===== config.mk =====
export PLATFORM = sky130hd
export DESIGN_NAME = adc_pwr_seq
export DESIGN_NICKNAME = d
export VERILOG_FILES = /design/src/rtl/adc_pwr_pkg.sv /design/src/rtl/adc_seq_plan.sv /design/src/rtl/adc_seq_satcnt.sv /design/src/rtl/adc_pwr_seq.sv
export SDC_FILE = /design/constraint.sdc
export NUM_CORES = 1
export LEC_CHECK = 0
export BUFFER_PORTS_ARGS = -buffer_cell sky130_fd_sc_hd__buf_4
export CORE_MARGIN = 4
export CORE_UTILIZATION = 45
export CTS_CLUSTER_SIZE = 28
export DETAILED_ROUTE_END_ITERATION = 16
export PLACE_DENSITY = 0.74
export SLEW_MARGIN = 0
export SYNTH_ARGS = -nofsm -noshare
export SYNTH_HDL_FRONTEND = slang
export SYNTH_HIERARCHICAL = 1
export SYNTH_SLANG_ARGS = --single-unit

===== constraint.sdc =====
create_clock -name clk -period 2.4 [get_ports clk]
set_input_delay 0.24 -clock clk [delete_from_list [all_inputs] [get_ports clk]]
set_output_delay 0.24 -clock clk [all_outputs]
set_load 0.005 [all_outputs]

===== src/rtl/adc_pwr_pkg.sv =====
package adc_pwr_pkg;

    typedef enum logic [1:0] {
        PW_UNKNOWN = 2'd0,
        PW_NORMAL  = 2'd1,
        PW_PARTIAL = 2'd2,
        PW_FULL    = 2'd3
    } pwr_e;

    typedef enum logic [1:0] {
        OP_CONV = 2'd0,
        OP_PART = 2'd1,
        OP_FULL = 2'd2,
        OP_WAKE = 2'd3
    } op_e;

    typedef enum logic [1:0] {
        WT_NONE = 2'd0,
        WT_PART = 2'd1,
        WT_FULL = 2'd2
    } wait_e;

    typedef enum logic [1:0] {
        ST_IDLE  = 2'd0,
        ST_FRAME = 2'd1,
        ST_QUIET = 2'd2
    } st_e;

    typedef struct packed {
        logic       accept;
        logic       lead;
        logic [1:0] npd;
        wait_e      wsel;
        pwr_e       tgt;
    } plan_t;

endpackage


===== src/rtl/adc_seq_plan.sv =====
module adc_seq_plan
    import adc_pwr_pkg::*;
(
    input  pwr_e       pstate,
    input  logic       startup_go,
    input  logic [1:0] startup_tgt,
    input  logic       req_valid,
    input  logic [1:0] req_op,
    output plan_t      plan
);

    always_comb begin
        plan.accept = 1'b0;
        plan.lead   = 1'b0;
        plan.npd    = 2'd0;
        plan.wsel   = WT_NONE;
        plan.tgt    = pstate;
        if (startup_go) begin
            plan.accept = 1'b1;
            plan.lead   = 1'b1;
            case (startup_tgt)
                2'd1: begin plan.npd = 2'd1; plan.tgt = PW_PARTIAL; end
                2'd2: begin plan.npd = 2'd2; plan.tgt = PW_FULL;    end
                default: begin plan.wsel = WT_FULL; plan.tgt = PW_NORMAL; end
            endcase
        end else if (req_valid) begin
            case (op_e'(req_op))
                OP_CONV: if (pstate == PW_NORMAL) begin
                    plan.accept = 1'b1;
                    plan.lead   = 1'b1;
                    plan.tgt    = PW_NORMAL;
                end
                OP_PART: if (pstate == PW_NORMAL) begin
                    plan.accept = 1'b1;
                    plan.npd    = 2'd1;
                    plan.tgt    = PW_PARTIAL;
                end
                OP_FULL: if (pstate == PW_NORMAL || pstate == PW_PARTIAL) begin
                    plan.accept = 1'b1;
                    plan.npd    = (pstate == PW_NORMAL) ? 2'd2 : 2'd1;
                    plan.tgt    = PW_FULL;
                end
                default: if (pstate == PW_PARTIAL || pstate == PW_FULL) begin
                    plan.accept = 1'b1;
                    plan.lead   = 1'b1;
                    plan.wsel   = (pstate == PW_PARTIAL) ? WT_PART : WT_FULL;
                    plan.tgt    = PW_NORMAL;
                end
            endcase
        end
    end

endmodule


===== src/rtl/adc_seq_satcnt.sv =====
module adc_seq_satcnt #(
    parameter int W = 8
) (
    input  logic         clk,
    input  logic         rst_n,
    input  logic         load1,
    input  logic         inc,
    output logic [W-1:0] cnt
);

    logic [W-1:0] cnt_d, cnt_q;

    always_comb begin
        cnt_d = cnt_q;
        if (load1)
            cnt_d = W'(1);
        else if (inc && cnt_q != '1)
            cnt_d = cnt_q + W'(1);
    end

    always_ff @(posedge clk) begin
        if (!rst_n) cnt_q <= '0;
        else        cnt_q <= cnt_d;
    end

    assign cnt = cnt_q;

endmodule


===== src/rtl/adc_pwr_seq.sv =====
module adc_pwr_seq
    import adc_pwr_pkg::*;
#(
    parameter int SCLK_HALF     = 2,
    parameter int FRAME_EDGES   = 16,
    parameter int PD_EDGE       = 4,
    parameter int QUIET_CYC     = 4,
    parameter int WAKE_PART_CYC = 25,
    parameter int WAKE_FULL_CYC = 750000
) (
    input  logic       clk,
    input  logic       rst_n,
    input  logic       startup_go,
    input  logic [1:0] startup_tgt,
    input  logic       req_valid,
    input  logic [1:0] req_op,
    output logic       cs_n,
    output logic       sclk,
    output logic       busy,
    output logic       ready
);

    localparam int HALF_W = $clog2(2 * FRAME_EDGES + 2);
    localparam int DIV_W  = $clog2(SCLK_HALF + 1);
    localparam int Q_W    = $clog2(QUIET_CYC + 1);
    localparam int T_W    = $clog2(WAKE_FULL_CYC + WAKE_PART_CYC + 2);
    localparam logic [HALF_W-1:0] LAST_LONG = HALF_W'(2 * FRAME_EDGES);
    localparam logic [HALF_W-1:0] LAST_PD   = HALF_W'(2 * PD_EDGE - 1);

    typedef struct packed {
        st_e               st;
        logic              cs_n;
        logic              sclk;
        logic              frame_pd;
        logic [DIV_W-1:0]  div;
        logic [HALF_W-1:0] half;
        logic [1:0]        pd_left;
        wait_e             wsel;
        logic [Q_W-1:0]    qcnt;
        pwr_e              pstate;
        pwr_e              tgt;
    } seq_t;

    seq_t              s_d, s_q;
    plan_t             plan;
    logic [T_W-1:0]    tmr;
    logic [T_W-1:0]    need_cyc;
    logic [HALF_W-1:0] last_half;
    logic [HALF_W-1:0] half_nx;
    logic              take;

    adc_seq_plan u_plan (
        .pstate      (s_q.pstate),
        .startup_go  (startup_go),
        .startup_tgt (startup_tgt),
        .req_valid   (req_valid),
        .req_op      (req_op),
        .plan        (plan)
    );

    assign take = (s_q.st == ST_IDLE) && plan.accept;

    adc_seq_satcnt #(.W(T_W)) u_wake_tmr (
        .clk   (clk),
        .rst_n (rst_n),
        .load1 (take),
        .inc   (s_q.st != ST_IDLE),
        .cnt   (tmr)
    );

    always_comb begin
        case (s_q.wsel)
            WT_PART: need_cyc = T_W'(WAKE_PART_CYC);
            WT_FULL: need_cyc = T_W'(WAKE_FULL_CYC);
            default: need_cyc = '0;
        endcase
    end

    assign last_half = s_q.frame_pd ? LAST_PD : LAST_LONG;
    assign half_nx   = s_q.half + HALF_W'(1);

    always_comb begin
        s_d = s_q;
        case (s_q.st)
            ST_IDLE: begin
                if (plan.accept) begin
                    s_d.st       = ST_FRAME;
                    s_d.cs_n     = 1'b0;
                    s_d.sclk     = 1'b1;
                    s_d.div      = '0;
                    s_d.half     = '0;
                    s_d.frame_pd = !plan.lead;
                    s_d.pd_left  = plan.lead ? plan.npd : 2'(plan.npd - 2'd1);
                    s_d.wsel     = plan.wsel;
                    s_d.tgt      = plan.tgt;
                end
            end
            ST_FRAME: begin
                if (s_q.div == DIV_W'(SCLK_HALF - 1)) begin
                    s_d.div = '0;
                    if (s_q.half == last_half) begin
                        s_d.cs_n = 1'b1;
                        s_d.sclk = 1'b1;
                        s_d.st   = ST_QUIET;
                        s_d.qcnt = '0;
                    end else begin
                        s_d.half = half_nx;
                        s_d.sclk = ~half_nx[0];
                    end
                end else begin
                    s_d.div = s_q.div + DIV_W'(1);
                end
            end
            ST_QUIET: begin
                if (s_q.qcnt != Q_W'(QUIET_CYC - 1)) begin
                    s_d.qcnt = s_q.qcnt + Q_W'(1);
                end else if (s_q.pd_left != 2'd0) begin
                    s_d.st       = ST_FRAME;
                    s_d.cs_n     = 1'b0;
                    s_d.sclk     = 1'b1;
                    s_d.div      = '0;
                    s_d.half     = '0;
                    s_d.frame_pd = 1'b1;
                    s_d.pd_left  = s_q.pd_left - 2'd1;
                end else if (tmr >= need_cyc) begin
                    s_d.st     = ST_IDLE;
                    s_d.pstate = s_q.tgt;
                end
            end
            default: s_d.st = ST_IDLE;
        endcase
    end

    always_ff @(posedge clk) begin
        if (!rst_n) begin
            s_q          <= '0;
            s_q.st       <= ST_IDLE;
            s_q.cs_n     <= 1'b1;
            s_q.sclk     <= 1'b1;
            s_q.wsel     <= WT_NONE;
            s_q.pstate   <= PW_UNKNOWN;
            s_q.tgt      <= PW_UNKNOWN;
        end else begin
            s_q <= s_d;
        end
    end

    assign cs_n  = s_q.cs_n;
    assign sclk  = s_q.sclk;
    assign busy  = (s_q.st != ST_IDLE);
    assign ready = (s_q.st == ST_IDLE) && (s_q.pstate == PW_NORMAL);

    // Observation counters for the frame-shape and quiet-gap properties
    logic              chk_sclk_p;
    logic [HALF_W-1:0] chk_falls;
    logic [Q_W-1:0]    chk_hi;

    always_ff @(posedge clk) begin
        if (!rst_n) begin
            chk_sclk_p <= 1'b1;
            chk_falls  <= '0;
            chk_hi     <= Q_W'(QUIET_CYC);
        end else begin
            chk_sclk_p <= sclk;
            if (cs_n)
                chk_falls <= '0;
            else if (chk_sclk_p && !sclk)
                chk_falls <= chk_falls + HALF_W'(1);
            if (!cs_n)
                chk_hi <= '0;
            else if (chk_hi < Q_W'(QUIET_CYC))
                chk_hi <= chk_hi + Q_W'(1);
        end
    end

    a_r2_sclk_idle_high: assert property (@(posedge clk) disable iff (!rst_n)
        cs_n |-> sclk);

    // a frame ends after exactly the long or the power-down edge count
    a_r4_frame_edge_count: assert property (@(posedge clk) disable iff (!rst_n)
        $rose(cs_n) |-> (chk_falls == HALF_W'(FRAME_EDGES) || chk_falls == HALF_W'(PD_EDGE)));

    a_r5_quiet_gap: assert property (@(posedge clk) disable iff (!rst_n)
        $fell(cs_n) |-> (chk_hi >= Q_W'(QUIET_CYC)));

    a_r9_ready_when_idle: assert property (@(posedge clk) disable iff (!rst_n)
        ready |-> !busy);

    a_r10_idle_keeps_cs_high: assert property (@(posedge clk) disable iff (!rst_n)
        !busy |-> cs_n);

    a_r10_busy_ignores_plan: assert property (@(posedge clk) disable iff (!rst_n)
        ($past(busy) && busy && $past(cs_n) && !cs_n) |-> ($past(s_q.pd_left) != 2'd0));

endmodule


==> results.txt, run 1 <==
Status = finished, final reports clean
Simple-gate share of the synthesized area = 26.6%
Pins Over Slew Limit = 0
Worst IR Drop VDD = 0.000518 V
Reg power frac = 40.1%
RSZ-0062 raised after global routing = yes
Synth Flop Type = dfxtp_1
Hold_sp = rst_n
Die W = 93.0 um
Leak Pwr = 1.47 nW
CTS Sinks = 44
Worst EP required = 2.63 ns
Die H = 93.0 um
Total CTS buffers = 5
Crit. End Element = flip-flop
Final net count = 458
Residual overflow from global routing = 0
Multi-input gate area = 2280 um^2
Register area share after synthesis = 27.1%
R2R Setup Slk = 0.02 ns
EDFF count, synth = 0
H-tree Lvls = 2
Mux contribution to synthesized area = 2.77%
CTS tree = yes
Final count of negative-setup-slack endpoints = 0
Final hold viol count = 0
Final cycle utilization of the critical path = 99.3%
Min-Delay Endpoint = sclk$_SDFFE_PN1P_
XOR/XNOR Fraction of Synth Area = 0.809%
Vias in the first global route = 2654
Sw frac = 35.8%
Aggregate routed wire length = 7.14 mm
Yosys cell types = 65
Final Skew = 0.0103 ns
DR WL/cell = 14.1 um
DRT iter0 DRCs = 91
Register area = 888 um^2
Total placed cells including tap cells = 497
FFs w/ async S/R, synth = 0%
Via Count = 2892
CP Class = reg -> reg
Clk slew on worst S/H paths = 0.09 ns
Reg2reg path depth = 10
Syn-to-layout area delta = 15.0%
Fmax = 420 MHz
Slew margin rel. = 57.7%
Crit path launch type = flip-flop
Clock power frac = 23.2%
First-pass GRT wire length = 12.0 mm
Pin count of the biggest net entering global routing = 33
Post-Syn Area = 3250 um^2
Antenna Diode Count = 0
Layout cells sized above 1 = 18.2%
Initial antenna violation count = 0
Total Neg Setup Slack = 0 ns
Clock latency on the worst-skew pair = 0.30 ns
Utilization after layout = 54.1%
Fill cell count = 658
Post-synthesis compound-gate area fraction = 20.9%
Hold_buf cts = 0
Total global-route track usage = 16.7%
Comb pwr share = 36.7%
WHS = 0.268 ns
CTS Buffer Depth = 2
Hold Path Depth = 2
P_sw = 0.742 mW
Largest family of logic cells by synthesized area = simple AND/OR/NAND/NOR gates
Post-Syn Nets = 437
Port Buffers = 11
Via density = 5.70
Maxcap violations = 0
CTS Root Cell = clkbuf_8
DRC violations left = 0
Post-Synthesis Cells = 389
Remaining antenna violation count = 0
Io pins = 12
Crit Reg-Reg Endpoint = s_q[3]$_SDFFE_PN0P_
Final std cells w/o fill = 507
Worst R2R Start = s_q[7]$_SDFFE_PN0P_
Syn Area/Cell = 8.35 um^2
Standard-cell rows = 30
Initial core utilization = 47.0%
Worst Path Arrival = 2.61 ns
Cell area power density = 554 nW/um^2
Adder-cell share of the synthesized area = 15.4%
Placed cell area = 3480 um^2
CP max FO = 5
Slew @ Worst Pin = 0.628 ns
HP Class = in -> reg
FF+latch count, synth = 44
Pre-antenna DRT Iters = 4
Pint = 1.33 mW
RePlAce Congestion = 0.789
DIE AREA = 8640 um^2
Yosys Warn Count = 6
Final Cell Area = 3740 um^2
Core Area = 6910 um^2
Final HPWL DP = 5.08 mm
Clock period minus worst slack = 2.38 ns
==> layout by cell type (no fill, tap or decap), types with 8 or more instances in the layout <==
| cell type | synthesis | routed |
|---|---|---|
| a21oi_1 | 22 | 21 |
| buf_4 | 2 | 27 |
| dfxtp_1 | 44 | 40 |
| ha_1 | 40 | 35 |
| inv_1 | 29 | 24 |
| mux2i_1 | 9 | 9 |
| nand2_1 | 54 | 54 |
| nand2b_1 | 8 | 8 |
| nand3_1 | 10 | 10 |
| nand4_1 | 12 | 12 |
| nor2_1 | 16 | 15 |
| o21ai_0 | 20 | 20 |
==> per-layer routing <==
metal  GRT usage (%)  up-vias  routed length, um  part of all wire (%)
met4            5.01        0                111                   1.6
met3            2.74       11                245                   3.4
met1            21.7     1366               3270                    46
met5               0        -                  0                     0
met2            28.4       51               3520                    49
li1                -     1464                  -                     -
==> logic make-up after synthesis <==
kind of cell,Yosys count
multiplexers,9
AND/OR/NAND/NOR,149
buffers and inverters,46
flip-flops,44
XOR/XNOR,3
adder cells (fa/ha/maj),40
AO/OA/AOI/OAI,98
==> per-stage QoR <==
stage	setup WS (ns)	total power [mW]
finish	0.0179	2.07
global route	-0.0931	2.22
CTS	0.0155	2.05
detailed placement	-0.271	1.55
global placement	-0.0421	1.53
floorplan	0.00194	1.34
==> critical path, cell delays in order, from the launching register on <==
cell	delay [ns]
dfxtp_2	0.34
inv_2	0.06
ha_4	0.15
clkinv_4	0.09
ha_4	0.28
nand4b_1	0.12
or4b_4	0.53
nor4_4	0.16
nor3_2	0.11
nor3b_2	0.26
mux2i_1	0.22
==> synth_stat cells (all sizes together), types with 4 or more instances <==
library cell | count | area share (%)
a211oi | 5 | 1.5
a21boi | 7 | 1.6
a21o | 5 | 1.2
a21oi | 22 | 3.4
and4 | 4 | 1.1
buf | 8 | 2.0
clkbuf | 8 | 0.96
dfxtp | 44 | 27
ha | 40 | 15
inv | 29 | 3.3
mux2i | 9 | 2.8
nand2 | 54 | 6.2
nand2b | 8 | 1.5
nand3 | 12 | 2.4
nand4 | 14 | 3.6
nor2 | 16 | 1.8
nor2b | 6 | 1.2
nor3 | 7 | 1.2
nor4 | 4 | 1.4
o21ai | 23 | 3.5
o311ai | 4 | 1.1
o31ai | 4 | 0.92
o41ai | 4 | 1.1
or3 | 7 | 1.7
or4 | 5 | 1.2
==> flip-flops by register name (all words and copies together) (netlist names) <==
signal          count
s_q                22
u_wake_tmr/cnt     20
cs_n                1
sclk                1
==> what timing repair did <==
item / 4_1_cts / 5_1_grt
gates cloned: 0 / 1
gates resized for setup: 15 / 18
setup buffers: 1 / 1
pin swaps: 10 / 4
setup endpoints to repair: 4 / 17
==> power by group through the flow <==
stage                     registers, mW  clock network (mW)  logic [mW]
after detailed placement          0.844                   0       0.708
final                             0.830               0.481       0.760
after global placement            0.843                   0       0.684
after CTS                         0.829               0.495       0.725
after floorplan                   0.835                   0       0.505
after global routing              0.839               0.519       0.858
==> how the worst max path moves through the flow <==
stage / start / endpoint / slack [ns] / cells past startpoint
finish: s_q[7]$_SDFFE_PN0P_ / s_q[3]$_SDFFE_PN0P_ / 0.02 / 10
detailed placement: s_q[7]$_SDFFE_PN0P_ / s_q[22]$_SDFFE_PN0P_ / -0.27 / 10
global route: s_q[7]$_SDFFE_PN0P_ / s_q[3]$_SDFFE_PN0P_ / -0.09 / 10
global placement: s_q[7]$_SDFFE_PN0P_ / s_q[23]$_SDFFE_PN0P_ / -0.04 / 10
floorplan: s_q[7]$_SDFFE_PN0P_ / s_q[22]$_SDFFE_PN0P_ / 0.002 / 10
CTS: s_q[7]$_SDFFE_PN0P_ / s_q[3]$_SDFFE_PN0P_ / 0.02 / 10
==> layout make-up <==
cell class,instances,share of cell area (%)
well taps,96,3.22
flip-flops and latches,44,23.8
repair inverters,1,0.134
clock inverters,2,0.268
clock buffers,6,2.21
repair buffers,29,6.03
inverters,30,3.32
multi-input cells,299,61.1
Note: power is estimated with default switching activity, not from simulation.
==> run 2: changes to the inputs <==
--- a/config.mk
+++ b/config.mk
@@ -5,11 +5,13 @@
 export SDC_FILE = /design/constraint.sdc
 export NUM_CORES = 1
 export LEC_CHECK = 0
+export ABC_AREA = 1
 export BUFFER_PORTS_ARGS = -buffer_cell sky130_fd_sc_hd__buf_4
 export CORE_MARGIN = 4
 export CORE_UTILIZATION = 45
 export CTS_CLUSTER_SIZE = 28
 export DETAILED_ROUTE_END_ITERATION = 16
+export MAX_ROUTING_LAYER = met4
 export PLACE_DENSITY = 0.74
 export SLEW_MARGIN = 0
 export SYNTH_ARGS = -nofsm -noshare
==> results.txt, run 2 <==
Min-Delay Endpoint = sclk$_SDFFE_PN1P_
CTS Buffer Depth = 2
Pin count of the biggest net entering global routing = 20
Yosys top cell area share = 25.6%
DRT iter0 DRCs = 99
Crit path launch type = flip-flop
CP Class = reg -> reg
Worst Path Arrival = 2.41 ns
Standard-cell rows = 31
Yosys cell types = 34
Leak Pwr = 1.62 nW
Syn-to-layout area delta = 7.75%
Metal3 WL = 194 um
Setup WS pre-CTS = 0.0364 ns
Top Metal Used = met4
EDFF count, synth = 0
Post-Syn Nets = 560
Worst IR Drop VDD = 0.000660 V
FFs w/ async S/R, synth = 0%
Synth area leaders = dfxtp_1 26%, ha_1 15%, nand2_1 14%
Total CTS buffers = 5
Clock period minus worst slack = 2.20 ns
Largest area contributor in the netlist = dfxtp_1
Status = finished, final reports clean
Antenna Diode Count = 0
Maxcap violations = 0
Die W = 95.4 um
Crit. End Element = flip-flop
FF+latch count, synth = 44
Residual overflow from global routing = 0
CTS Sinks = 44
Final cycle utilization of the critical path = 91.8%
CTS tree = yes
Start point of the critical path = s_q[2]$_SDFFE_PN0P_
Die H = 95.4 um
Post-Synthesis Cells = 512
Hold Path Depth = 2
Final net count = 573
Fmax = 454 MHz
Slew @ Worst Pin = 0.469 ns
Via Count = 3095
Commonest non-fill, non-tap cells in the layout = 125 x nand2_1, 71 x inv_1, 58 x nor2_1
HP Class = in -> reg
Worst EP required = 2.60 ns
Pre-antenna DRT Iters = 4
Hold_sp = rst_n
CP max FO = 11
RePlAce Congestion = 0.842
Top-count cell post-synth = nand2_1
Largest Register = s_q
Final Skew = 0.0118 ns
Final HPWL DP = 5.44 mm
DR WL/cell = 11.3 um
Worst R2R Start = s_q[2]$_SDFFE_PN0P_
CTS Root Cell = clkbuf_8
Aggregate routed wire length = 7.06 mm
Clock latency on the worst-skew pair = 0.30 ns
Final hold viol count = 0
R2R Setup Slk = 0.20 ns
Synth Flop Type = dfxtp_1
Met2 wire len = 3.37 mm
Cell area power density = 805 nW/um^2
Largest register FFs = 22
Setup ws final = 0.197 ns
Most frequent cells after synthesis = 126 x nand2_1, 71 x inv_1, 59 x nor2_1
Io pins = 12
Final count of negative-setup-slack endpoints = 0
Total global-route track usage = 17.1%
Reg2reg path depth = 17
Vias in the first global route = 2918
Met1 WL = 3.44 mm
Layout cells sized above 1 = 12.7%
Initial antenna violation count = 0
Pins Over Slew Limit = 0
Via density = 4.95
Total placed cells including tap cells = 617
Final std cells w/o fill = 625
Post-Syn Area = 3440 um^2
Port Buffers = 11
Syn Area/Cell = 6.72 um^2
Total Neg Setup Slack = 0 ns
First-pass GRT wire length = 12.4 mm
Most common cell after layout, fill and taps aside = nand2_1
Crit Reg-Reg Endpoint = s_q[15]$_SDFFE_PN0P_
Clk slew on worst S/H paths = 0.09 ns
WHS = 0.232 ns
Post-CTS Setup Inserts = 0
DRC violations left = 0
H-tree Lvls = 2
Remaining antenna violation count = 0
DIE AREA = 9110 um^2
Hold_buf cts = 0
Register area share after synthesis = 25.6%
CTS resizes = 0
Slew margin rel. = 68.7%
Yosys Warn Count = 6
Core Area = 7330 um^2
Initial core utilization = 46.9%
RSZ-0062 raised after global routing = yes
[run 2: cell types whose count changed after synthesis, moves of 7 or more]
cell | previous run | this run
a21oi_1 | 22 | 30
a21oi_2 | 0 | 12
inv_1 | 29 | 71
mux2i_1 | 9 | 0
nand2_1 | 54 | 126
nand2_2 | 0 | 8
nand2b_1 | 8 | 0
nand3_1 | 10 | 29
nor2_1 | 16 | 59
nor2_2 | 0 | 7
[run 2: worst max-delay path by stage]
| stage | to | slack [ns] | cells after the start |
|---|---|---|---|
| global route | s_q[14]$_SDFFE_PN0P_ | -0.01 | 16 |
| global placement | s_q[14]$_SDFFE_PN0P_ | 0.14 | 14 |
| detailed placement | s_q[14]$_SDFFE_PN0P_ | 0.04 | 14 |
| floorplan | s_q[15]$_SDFFE_PN0P_ | 0.18 | 16 |
| finish | s_q[15]$_SDFFE_PN0P_ | 0.20 | 17 |
| CTS | s_q[14]$_SDFFE_PN0P_ | 0.02 | 14 |
[run 2: layer usage]
layer  track usage (%)  vias up
li1                  -     1654
met1              21.1     1395
met2              29.7       40
met3              2.92        6
met4              3.20        0
met5                 -        -
[run 2: kinds of logic after synthesis]
family / count (synthesis) / synth area share (%)
compound gates: 75 / 13.1
xor+xnor: 12 / 3.06
fa+ha+maj: 40 / 14.6
buf+inv: 82 / 10.1
flops: 44 / 25.6
simple gates: 259 / 33.6
[run 2: where the power goes]
| group | switching [mW] | internal, mW |
|---|---|---|
| clock network | 0.284 | 0.207 |
| registers | 0.100 | 0.849 |
| logic | 1.01 | 0.534 |
[run 2: area by class of cell]
class | instances | area (um^2)
repair buffers | 14 | 105
inverters | 74 | 278
flip-flops and latches | 44 | 883
multi-input cells | 386 | 2230
clock buffers | 5 | 68.8
fillers | 717 | 3620
well taps | 99 | 124
clock inverters | 3 | 21.3
[run 2: stage by stage]
stage	area (um^2)	utilization (%)	power, mW
after floorplan	3440	-	2.21
after global placement	3600	49.1	2.44
after detailed placement	3600	49.1	2.47
after CTS	3690	50.3	2.97
after global routing	3710	50.6	3.29
final	3710	50.6	2.98
[run 2: critical path: stages (launching register included)]
cell and delay (ns):
dfxtp_2 0.36, buf_4 0.15, ha_1 0.17, nor2_1 0.05, nand2_2 0.05, nand2_2 0.06, a21oi_1 0.10, or2_1 0.17
inv_1 0.08, nand2_1 0.07, nand2_2 0.07, nor2_4 0.11, nand2_2 0.09, nor2_4 0.14, nand2_4 0.11, nor2_2 0.11
xor2_1 0.15, nor2_1 0.05
==> run 3: changes to the inputs <==
==> constraint.sdc (replaced) <==
create_clock -name clk -period 1.83 [get_ports clk]
set_input_delay 0.183 -clock clk [delete_from_list [all_inputs] [get_ports clk]]
set_output_delay 0.183 -clock clk [all_outputs]
set_load 0.005 [all_outputs]
==> results.txt, run 3 (synthesized netlist as in run 2, its figures left out) <==
Status = finished with violations
Failing checks = setup timing
Vias in the first global route = 3334
Multi-input gate area = 2440 um^2
Cell area power density = 1100 nW/um^2
CP max stage delay = 0.42 ns
Die W = 95.4 um
Slew margin rel. = 73.1%
H-tree Lvls = 2
Comb pwr share = 59.4%
Clock power frac = 14.4%
Io pins = 12
CTS Sinks = 44
Via density = 5.07
First-pass GRT wire length = 14.2 mm
Total global-route track usage = 19.8%
DR WL/cell = 12.2 um
CTS Buffer Depth = 2
Hold_buf cts = 0
Crit-path slowest cell = dfxtp_4
CP Class = reg -> reg
Register area = 891 um^2
Slew @ Worst Pin = 0.403 ns
Reg power frac = 26.2%
DRT iter0 DRCs = 112
Standard-cell rows = 31
Hold_sp = rst_n
Critical path, cell by cell = inv_4 > ha_4 > a21oi_4 > a21oi_2 > or2_1 > inv_2 > nand2_2 > nand2_4 > nor2_4 > nand2_2 > nor2_4 > nand2_4 > o21ai_2 > nor3_1
Antenna Diode Count = 0
Die H = 95.4 um
Leak Pwr = 1.86 nW
P_sw = 2.08 mW
Maxcap violations = 0
Commonest non-fill, non-tap cells in the layout = 116 x nand2_1, 62 x inv_1, 54 x nor2_1
Most common cell after layout, fill and taps aside = nand2_1
RePlAce Congestion = 0.904
RSZ-0062 raised after global routing = yes
Worst EP required = 2.02 ns
Crit path launch type = flip-flop
Core Area = 7330 um^2
Pins Over Slew Limit = 0
Total placed cells including tap cells = 647
Clock period minus worst slack = 2.08 ns
Pin count of the biggest net entering global routing = 20
Final Skew = 0.00564 ns
Worst IR Drop VDD = 0.000802 V
Initial core utilization = 46.9%
Total Neg Setup Slack = -7.53 ns
Pint = 2.64 mW
CTS Root Cell = clkbuf_8
Largest register FFs = 22
Worst R2R Start = s_q[3]$_SDFFE_PN0P_
Final std cells w/o fill = 663
Setup ws final = -0.250 ns
Final cycle utilization of the critical path = 114%
CP max FO = 6
Syn-to-layout area delta = 24.6%
Layout cells sized above 1 = 25.7%
DRC violations left = 0
Clock latency on the worst-skew pair = 0.30 ns
Final net count = 611
Fill cell count = 637
Fmax = 481 MHz
Initial antenna violation count = 0
Setup WS pre-CTS = -0.357 ns
HP Class = in -> reg
Final HPWL DP = 5.87 mm
Aggregate routed wire length = 8.08 mm
Pre-antenna DRT Iters = 5
Start point of the critical path = s_q[3]$_SDFFE_PN0P_
Final count of negative-setup-slack endpoints = 41
Residual overflow from global routing = 0
Port Buffers = 11
Crit. End Element = flip-flop
CTS tree = yes
Largest Register = s_q
Total CTS buffers = 5
Worst Path Arrival = 2.27 ns
DIE AREA = 9110 um^2
Sw frac = 44.1%
Remaining antenna violation count = 0
Clk slew on worst S/H paths = 0.08 ns
Via Count = 3364
Final hold viol count = 0
==> run 3: critical path, delay by kind of cell, from the launching register on <==
| kind | cells | cell delay [ns] |
|---|---|---|
| and+or+nand+nor | 8 | 0.79 |
| DFF | 1 | 0.42 |
| AOI/OAI and AO/OA | 3 | 0.37 |
| adders and majority gates | 1 | 0.27 |
| buffers and inverters | 2 | 0.11 |
==> run 3: final timing paths <==
path / endpoint / slack (ns) / depth (start not counted)
worst min register to register: s_q[18]$_SDFFE_PN0P_ / 0.46 / 2
worst max-delay path: s_q[14]$_SDFFE_PN0P_ / -0.25 / 14
worst max register to register: s_q[14]$_SDFFE_PN0P_ / -0.25 / 14
worst min-delay path: sclk$_SDFFE_PN1P_ / 0.19 / 2
==> run 3: power groups by stage <==
stage               clock, mW  sequential, mW  combinational (mW)
floorplan                   0            1.23                1.70
global placement            0            1.25                2.35
detailed placement          0            1.25                2.41
CTS                     0.694            1.24                2.62
global route            0.730            1.26                3.14
finish                  0.679            1.24                2.81
==> run 3: routing by layer <==
layer / vias to the layer above / routed length (um) / global-route usage [%]
met2: 66 / 4130 / 34.9
met3: 17 / 294 / 3.24
li1: 1734 / - / -
met5: - / 0 / -
met4: 0 / 141 / 6.52
met1: 1547 / 3520 / 22.7
==> run 3: timing repair <==
item,4_1_cts,5_1_grt
pin swaps,17,7
cloned,2,0
resized for setup,31,38
endpoints found under the setup margin,37,43
buffers inserted,3,3
endpoints found under the hold margin,0,0
==> run 3: metrics by stage <==
step                util [%]  hold WS [ns]  instance area (um^2)  power (mW)
floorplan                  -         0.281                  3490        2.92
CTS                     56.1         0.189                  4110        4.55
global route            58.5         0.201                  4290        5.13
detailed placement      53.0         0.450                  3880        3.66
finish                  58.5         0.193                  4290        4.73
global placement        53.0         0.443                  3880        3.59
==> run 3: area by class of cell <==
cell class	count	share of cell area, %
repair inverters	1	0.175
multi-input cells	387	56.9
inverters	74	7.04
clock buffers	8	2.34
well taps	99	2.89
repair buffers	50	9.87
flip-flops and latches	44	20.8
